File: src/rtl/gpio_irq_pkg.sv
// Package: shared sizing constants for the change-detect interrupt logic.
// Assumes: all pins are grouped into equal-width ports.
package gpio_irq_pkg;
    localparam int unsigned GPIO_PORT_W    = 8;
    localparam int unsigned GPIO_PORTS     = 2;
    localparam int unsigned GPIO_SYNC_DEPTH = 2;
endpackage

File: src/rtl/gpio_sync.sv
// Module: gpio_sync
// Multi-stage synchroniser for raw pin levels.
// Assumes: the pins are asynchronous to clk, and a reset value of 0 matches
// the pin levels held during reset.
module gpio_sync #(
    parameter int unsigned W      = 16,
    parameter int unsigned STAGES = 2
) (
    input  logic         clk,
    input  logic         rst_n,
    input  logic [W-1:0] raw_i,
    output logic [W-1:0] sync_o
);
    logic [STAGES-1:0][W-1:0] stage_q;

    // Shift raw levels through the synchroniser chain.
    always_ff @(posedge clk) begin
        if (!rst_n) begin
            stage_q <= '0;
        end else begin
            stage_q[0] <= raw_i;
            for (int s = 1; s < STAGES; s++) begin
                stage_q[s] <= stage_q[s-1];
            end
        end
    end

    assign sync_o = stage_q[STAGES-1];
endmodule

File: src/rtl/gpio_port_chg.sv
// Module: gpio_port_chg
// Change detection for one port. It holds a snapshot of the pin levels and
// per-pin latch state, and releases both on the port's read strobe.
// Assumes: sync_i is already synchronised, and rd_ack_i lasts one cycle.
module gpio_port_chg #(
    parameter int unsigned W = 8
) (
    input  logic         clk,
    input  logic         rst_n,
    input  logic [W-1:0] sync_i,
    input  logic [W-1:0] dir_in_i,
    input  logic [W-1:0] latch_en_i,
    input  logic         rd_ack_i,
    output logic [W-1:0] pend_o,
    output logic [W-1:0] in_val_o
);
    logic [W-1:0] snap_q;
    logic [W-1:0] lpend_q;
    logic [W-1:0] lval_q;
    logic [W-1:0] diff;

    assign diff = sync_i ^ snap_q;

    // Snapshot register: reloaded only on a read of this port.
    always_ff @(posedge clk) begin
        if (!rst_n)        snap_q <= '0;
        else if (rd_ack_i) snap_q <= sync_i;
    end

    for (genvar i = 0; i < W; i++) begin : g_pin
        // Latch state: capture the first difference, release on a read or when latch mode is off.
        always_ff @(posedge clk) begin
            if (!rst_n) begin
                lpend_q[i] <= 1'b0;
                lval_q[i]  <= 1'b0;
            end else if (rd_ack_i || !latch_en_i[i]) begin
                lpend_q[i] <= 1'b0;
            end else if (dir_in_i[i] && diff[i] && !lpend_q[i]) begin
                lpend_q[i] <= 1'b1;
                lval_q[i]  <= sync_i[i];
            end
        end

        // Pending: input pins only; a latched pin uses its held flag.
        always_comb begin
            if (!dir_in_i[i])       pend_o[i] = 1'b0;
            else if (latch_en_i[i]) pend_o[i] = lpend_q[i] | diff[i];
            else                    pend_o[i] = diff[i];
        end

        // Effective value: the captured level while a latched event is held.
        assign in_val_o[i] = (latch_en_i[i] && lpend_q[i]) ? lval_q[i] : sync_i[i];
    end


    // latch_release_chk
    latch_release_chk: assert property (@(posedge clk) disable iff (!rst_n)
        rd_ack_i |=> (lpend_q == '0));


    // snap_hold_chk
    snap_hold_chk: assert property (@(posedge clk) disable iff (!rst_n)
        !rd_ack_i |=> $stable(snap_q));


    // latch_keep_chk
    latch_keep_chk: assert property (@(posedge clk) disable iff (!rst_n)
        (!rd_ack_i && (lpend_q & latch_en_i) != '0) |=>
            ((lpend_q & $past(lpend_q & latch_en_i)) == $past(lpend_q & latch_en_i)));
endmodule

File: src/rtl/gpio_chg_irq.sv
// Module: gpio_chg_irq
// Top level: synchronises the pins, runs change detection per port, and
// combines the unmasked pending bits into the open-drain pull-low enable.
// Assumes: the port count times the port width equals the pin count.
module gpio_chg_irq
    import gpio_irq_pkg::*;
#(
    parameter int unsigned PORT_W     = GPIO_PORT_W,
    parameter int unsigned PORTS      = GPIO_PORTS,
    parameter int unsigned SYNC_DEPTH = GPIO_SYNC_DEPTH
) (
    input  logic                     clk,
    input  logic                     rst_n,
    input  logic [PORT_W*PORTS-1:0]  pin_i,
    input  logic [PORT_W*PORTS-1:0]  dir_in_i,
    input  logic [PORT_W*PORTS-1:0]  latch_en_i,
    input  logic [PORT_W*PORTS-1:0]  mask_i,
    input  logic [PORTS-1:0]         rd_ack_i,
    output logic                     irq_pull_o,
    output logic [PORT_W*PORTS-1:0]  status_o,
    output logic [PORT_W*PORTS-1:0]  in_val_o
);
    localparam int unsigned NPINS = PORT_W * PORTS;

    logic [NPINS-1:0] pin_sync;

    gpio_sync #(.W(NPINS), .STAGES(SYNC_DEPTH)) u_sync (
        .clk    (clk),
        .rst_n  (rst_n),
        .raw_i  (pin_i),
        .sync_o (pin_sync)
    );

    for (genvar p = 0; p < PORTS; p++) begin : g_port
        gpio_port_chg #(.W(PORT_W)) u_port (
            .clk        (clk),
            .rst_n      (rst_n),
            .sync_i     (pin_sync[p*PORT_W +: PORT_W]),
            .dir_in_i   (dir_in_i[p*PORT_W +: PORT_W]),
            .latch_en_i (latch_en_i[p*PORT_W +: PORT_W]),
            .rd_ack_i   (rd_ack_i[p]),
            .pend_o     (status_o[p*PORT_W +: PORT_W]),
            .in_val_o   (in_val_o[p*PORT_W +: PORT_W])
        );
    end

    // Interrupt drive: any unmasked pending pin pulls the line low.
    assign irq_pull_o = |(status_o & ~mask_i);


    // out_pin_quiet_chk
    out_pin_quiet_chk: assert property (@(posedge clk) disable iff (!rst_n)
        (status_o & ~dir_in_i) == '0);


    // irq_source_chk
    irq_source_chk: assert property (@(posedge clk) disable iff (!rst_n)
        irq_pull_o |-> ((status_o & ~mask_i & dir_in_i) != '0));
endmodule

File: config.mk
export PLATFORM = sky130hd
export DESIGN_NAME = gpio_chg_irq
export DESIGN_NICKNAME = d
export VERILOG_FILES = /design/src/rtl/gpio_irq_pkg.sv /design/src/rtl/gpio_sync.sv /design/src/rtl/gpio_port_chg.sv /design/src/rtl/gpio_chg_irq.sv
export SDC_FILE = /design/constraint.sdc
export NUM_CORES = 1
export LEC_CHECK = 0
export BUFFER_PORTS_ARGS = -buffer_cell sky130_fd_sc_hd__buf_2
export CAP_MARGIN = 20
export CORE_AREA = 2 2 97 99
export DETAILED_ROUTE_END_ITERATION = 8
export DIE_AREA = 0 0 99 101
export PLACE_DENSITY = 0.68
export SETUP_SLACK_MARGIN = 0.3
export SYNTH_ARGS = -nofsm -noshare
export SYNTH_HDL_FRONTEND = slang
export SYNTH_HIERARCHICAL = 1
export SYNTH_SLANG_ARGS = --single-unit
File: constraint.sdc
create_clock -name clk -period 4.1 [get_ports clk]
set_input_delay 0.82 -clock clk [delete_from_list [all_inputs] [get_ports clk]]
set_output_delay 0.82 -clock clk [all_outputs]
set_load 0.05 [all_outputs]
==> results.yml, run 1 <==
routing:
  wl_per_cell_um: 13.8
  drt_iter0_markers: 67
  remaining_drc_errors: 0
  via_count: 2905
  routed_wl_mm: 8.07
  wl_met3_um: 370
  dr.pass1.iters: 4
  dr_wl_met2_mm: 3.52
  top_layer_used: "met4"
  wl_met1_mm: 4.00
  ant_nets: 0
  post_drt_via_cell_ratio: 4.96
cells_and_area:
  nets: 539
  diodes: 0
  postLayoutCellArea_sq_um: 4490
  drive_above_1_share_pct: 38.3
  num-fill-cells: 870
  multi_input_area_sq_um: 2020
  final-seq-area_sq_um: 1600
  area_growth_pct: 14.5
  layout_common_cells: "100 x buf_2, 80 x dfxtp_1, 32 x o211ai_1, 32 x and2_2, 25 x nor2b_1"
  layout_commonest_cell: "buf_2"
sta:
  report.final.slew_viol_count: 0
  skew_ns: 0.00754
  tightest_slew_ns: 0.841
  rsz0062_at_grt: "false"
  slew_headroom_pct: 44.0
  setup_viol: 0
  finalSetupTns_ns: 0
  fin_crit_ns: 3.13
  period_share_pct: 76.3
  whs_ns: 0.449
  max_freq_mhz: 320
  worst_slack_ns: 0.971
  hold_viol: 0
global_route:
  grt_pass1_vias: 2753
  overflow: 0
  antenna_found_initial: 0
  grt_pass1_wl_mm: 13.0
  grt_max_degree: 60
  track_usage_pct: 16.2
synth:
  syn_nets: 458
  netlist_top_cells_area: "dfxtp_1 41%, and2_2 6.1%, o211ai_1 6.1%"
  syn_avg_cell_area_sq_um: 10.1
  postSynthCellCount: 390
  synth_top_area_share_pct: 40.8
  ys_ff_latch: 80
  ys_types: 25
  synthesis.area_sq_um: 3930
  synth_area_leader_cell: "dfxtp_1"
  yosysWarnings: 6
  synth_seq_area_share_pct: 40.8
clocking:
  post_cts_buffers: 0
  cts_tree: "done"
  clockBufferDepth: 2
  cts_buffers: 9
  cts_sinks: 80
  clk_pin_slew_ns: 0.08
  clk_latency_ns: 0.34
  postCtsHoldBufs: 0
  cts_resized: 0
  htree_levels: 3
  clock-root-buffer: "clkbuf_8"
critical_path:
  crit_type: "in -> out"
  crit_fanout: 3
  critPathLaunchType: "primary input"
  arrival_ns: 2.31
  cp-end-kind: "output pin"
  worstPathRequired_ns: 3.28
power:
  p_leak_nw: 1.93
  max-vdd-ir-drop_mv: 0.156
  p_per_area_nw_per_um2: 346
place:
  pre_cts_slack_ns: 0.977
  globalplace.congestion: 0.760
  place_area_sq_um: 4340
  port_buffers: 100
  dp_hpwl_mm: 6.06
floorplan:
  die_area_sq_um: 10000
  chipWidth_um: 99
  core_area_sq_um: 8980
  io_pins: 101
  die_h_um: 101
  start_util_pct: 43.7
  core.rowCount: 35
run_status:
  outcome: "finished, final reports clean"
flow_run:
  maxCapViolations: 0
worst_hold_path:
  holdCritPathClass: "reg -> reg"
==> worst paths after layout <==
kind	start	end	slack, ns	cells past startpoint
hold / removal	u_sync/stage_q[9]	u_sync/sync_o[9]	0.45	1
hold reg to reg	u_sync/stage_q[9]	u_sync/sync_o[9]	0.45	1
setup / recovery	latch_en_i[12]	irq_pull_o	0.97	7
setup reg to reg	u_sync/sync_o[3]	g_port[0].u_port/lpend_q[3]	3.07	3
==> flip-flops by register name, indices dropped and copies added (netlist names) <==
signal,flops
g_port.u_port/snap_q,16
u_sync/stage_q,16
u_sync/sync_o,16
g_port.u_port/lpend_q,16
g_port.u_port/lval_q,16
==> through the flow <==
stage          total power [mW]  std cells  util, %
5_1_grt                    1.63        586     50.1
3_3_place_gp               1.09        571     48.4
4_1_cts                    1.57        586     50.1
3_5_place_dp               1.09        571     48.4
6_report                   1.56        586     50.1
2_1_floorplan              1.03        390        -
==> cell type report <==
type	instances	area share, %
Sequential cell	80	35.6
Clock buffer	10	2.84
Inverter	20	1.67
Timing Repair Buffer	101	11.3
Tap cell	111	3.09
Multi-Input combinational cell	259	44.9
Clock inverter	5	0.557
==> report_power, final <==
group / switching (mW) / internal [mW]
Sequential: 0.0277 / 0.815
Clock: 0.271 / 0.212
Combinational: 0.135 / 0.0962
Total: 0.433 / 1.12
==> critical path: stages <==
cell and delay (ns):
buf_2 0.11, and2_1 0.16, o21a_1 0.20, nor2b_4 0.13
a2111oi_2 0.46, nand4_1 0.18, buf_2 0.25
==> cells by family after synthesis <==
| kind of cell | count (synthesis) | share of synthesized area [%] |
|---|---|---|
| compound gates | 68 | 12.8 |
| xor+xnor | 16 | 3.57 |
| flops | 80 | 40.8 |
| simple gates | 143 | 26.4 |
| buf+inv | 51 | 7.78 |
| mux | 32 | 8.67 |
==> routing by layer <==
layer	up-vias	track usage, %
met5	-	0
met4	0	6.53
met3	16	3.74
met2	69	25.4
met1	1305	21.5
li1	1515	-
==> cells in the mapped netlist (all sizes together) <==
cell type / count
mux2i: 16
nand2: 16
a21oi: 16
and2: 48
nand2b: 2
dfxtp: 80
o21a: 16
inv: 20
mux2: 16
nor3b: 16
nand4: 17
o211ai: 32
nor2b: 28
and4bb: 16
buf: 22
clkbuf: 9
xor2: 16
a2111oi: 4
No activity file was read; power rests on OpenSTA's default activity.
==> inputs of run 2 (changes only) <==
ABC_AREA = 1   (was not set)
CORE_AREA = 2 2 99 101   (was 2 2 97 99)
DIE_AREA = 0 0 101 103   (was 0 0 99 101)
clock period = 3.05 ns   (was 4.1 ns; I/O delays follow)
==> results.yml, run 2 <==
synth:
  synth_common_cells: "198 x nand2_1, 144 x inv_1, 80 x dfxtp_1, 46 x a21oi_1, 40 x o21ai_0"
  syn_nets: 694
  synth_top_area_share_pct: 39.2
  synth_edf_count: 0
  ys.flop_type: "dfxtp_1"
  synth_seq_area_share_pct: 39.2
  ys_types: 15
  postSynthCellCount: 626
  netlist_top_cells_area: "dfxtp_1 39%, nand2_1 18%, inv_1 13%"
  syn_avg_cell_area_sq_um: 6.53
  yosysMostFrequentCell: "nand2_1"
  synthesis.area_sq_um: 4090
  synthArstFlopShare_pct: 0
  ys_ff_latch: 80
  synth_area_leader_cell: "dfxtp_1"
  yosysWarnings: 6
floorplan:
  io_pins: 101
  start_util_pct: 43.2
  core_area_sq_um: 9460
  chipWidth_um: 101
  core.rowCount: 36
  die_area_sq_um: 10400
  die_h_um: 103
global_route:
  antenna_found_initial: 0
  grt_max_degree: 81
  overflow: 0
  grt_pass1_vias: 3273
  grt_pass1_wl_mm: 13.9
  track_usage_pct: 16.9
routing:
  post_drt_via_cell_ratio: 4.43
  drt_iter0_markers: 118
  via_count: 3669
  wl_per_cell_um: 10.4
  ant_nets: 0
  routed_wl_mm: 8.59
  dr.pass1.iters: 4
  remaining_drc_errors: 0
critical_path:
  arrival_ns: 1.77
  critPathMostFrequentCell: "nand2_1"
  critPathLaunchType: "flop"
  worstPathRequired_ns: 2.44
  cp_slowest_cell: "dfxtp_1"
  slowest_delay_ns: 0.37
  crit_chain: "inv_1, nand2_1, nand2_1, o21ai_0, inv_1, nand2_1, nand2_1, inv_1, nand2_1, nor2_1, nand2_1, buf_2"
  cp-end-kind: "output pin"
  crit_fanout: 4
  crit_type: "reg -> out"
place:
  globalplace.congestion: 0.766
  dp_hpwl_mm: 6.48
  port_buffers: 100
  place_area_sq_um: 4490
sta:
  setup_viol: 0
  finalSetupTns_ns: 0
  skew_ns: 0.0108
  tightest_slew_ns: 0.779
  fin_crit_ns: 2.38
  slew_headroom_pct: 48.1
  hold_viol: 0
  whs_ns: 0.409
  report.final.slew_viol_count: 0
  period_share_pct: 78.1
  max_freq_mhz: 420
  rsz0062_at_grt: "false"
power:
  p_leak_nw: 2.69
  comb_power_share_pct: 15.7
  p_per_area_nw_per_um2: 496
  seq_power_share_pct: 47.3
  intPower_mw: 1.68
  swShare_pct: 28.3
  max-vdd-ir-drop_mv: 0.197
  p_clk_share_pct: 37.0
  power.switching_mw: 0.660
clocking:
  clk_pin_slew_ns: 0.08
  cts_tree: "done"
  cts_resized: 0
  cts_buffers: 9
  clk_latency_ns: 0.35
  cts_sinks: 80
  clock-root-buffer: "clkbuf_8"
  postCtsHoldBufs: 0
  post_cts_buffers: 0
  clockBufferDepth: 2
  htree_levels: 3
worst_hold_path:
  holdCritPathClass: "reg -> reg"
cells_and_area:
  nets: 777
  drive_above_1_share_pct: 18.9
  num-fill-cells: 972
  diodes: 0
  layout_common_cells: "198 x nand2_1, 144 x inv_1, 100 x buf_2, 80 x dfxtp_1, 46 x a21oi_1"
  area_growth_pct: 15.2
  postLayoutCellArea_sq_um: 4710
  layout_commonest_cell: "nand2_1"
  final-seq-area_sq_um: 1600
  multi_input_area_sq_um: 1680
run_status:
  outcome: "finished, final reports clean"
flow_run:
  maxCapViolations: 0
## run 2: power by group through the flow
stage,Clock (mW),Combinational [mW],Sequential [mW]
global route,0.933,0.412,1.11
floorplan,0,0.280,1.12
detailed placement,0,0.367,1.13
CTS,0.891,0.369,1.11
finish,0.865,0.366,1.11
global placement,0,0.362,1.13
## run 2: layout make-up
type	instances	area share (%)
clock buffers	10	2.92
clock inverters	6	1.75
inverters	146	11.9
multi-input cells	371	35.6
flip-flops and latches	80	34.0
well taps	114	3.03
repair buffers	101	10.8
## run 2: worst max-delay path, delay by kind of cell, from the launching register on
kind / cells / cell delay (ns)
buffers and inverters: 4 / 0.38
AND/OR/NAND/NOR: 7 / 0.50
AO/OA/AOI/OAI: 1 / 0.18
flip-flops: 1 / 0.37
## run 2: kinds of logic after synthesis
kind of cell | after synthesis | share of synthesized area (%)
AOI/OAI and AO/OA | 86 | 10.5
buffers and inverters | 175 | 19.8
DFF | 80 | 39.2
and+or+nand+nor | 285 | 30.5
## run 2: worst paths after layout
kind                         startpoint                          to  slack, ns  cells past startpoint
max          g_port[0].u_port/snap_q[7]                  irq_pull_o       0.67                     12
min                  u_sync/stage_q[12]           u_sync/sync_o[12]       0.41                      2
max reg2reg           u_sync/sync_o[12]  g_port[1].u_port/lval_q[4]       2.13                      5
min reg2reg          u_sync/stage_q[12]           u_sync/sync_o[12]       0.41                      2
## run 2: stage by stage
stage	worst slack (ns)	std cells	util (%)	power [mW]
finish	0.668	828	49.7	2.34
global route	0.368	828	49.7	2.46
CTS	0.625	828	49.7	2.37
detailed placement	0.684	812	47.4	1.50
global placement	0.719	812	47.4	1.49
floorplan	0.650	626	-	1.40
## run 2: layer usage
layer  vias to the layer above  global-route usage (%)  wire, um
met5                         -                       0         0
met4                         0                    9.46       261
met3                        19                    4.07       455
met2                        90                    27.7      3780
met1                      1550                    20.4      4090
li1                       2010                       -         -
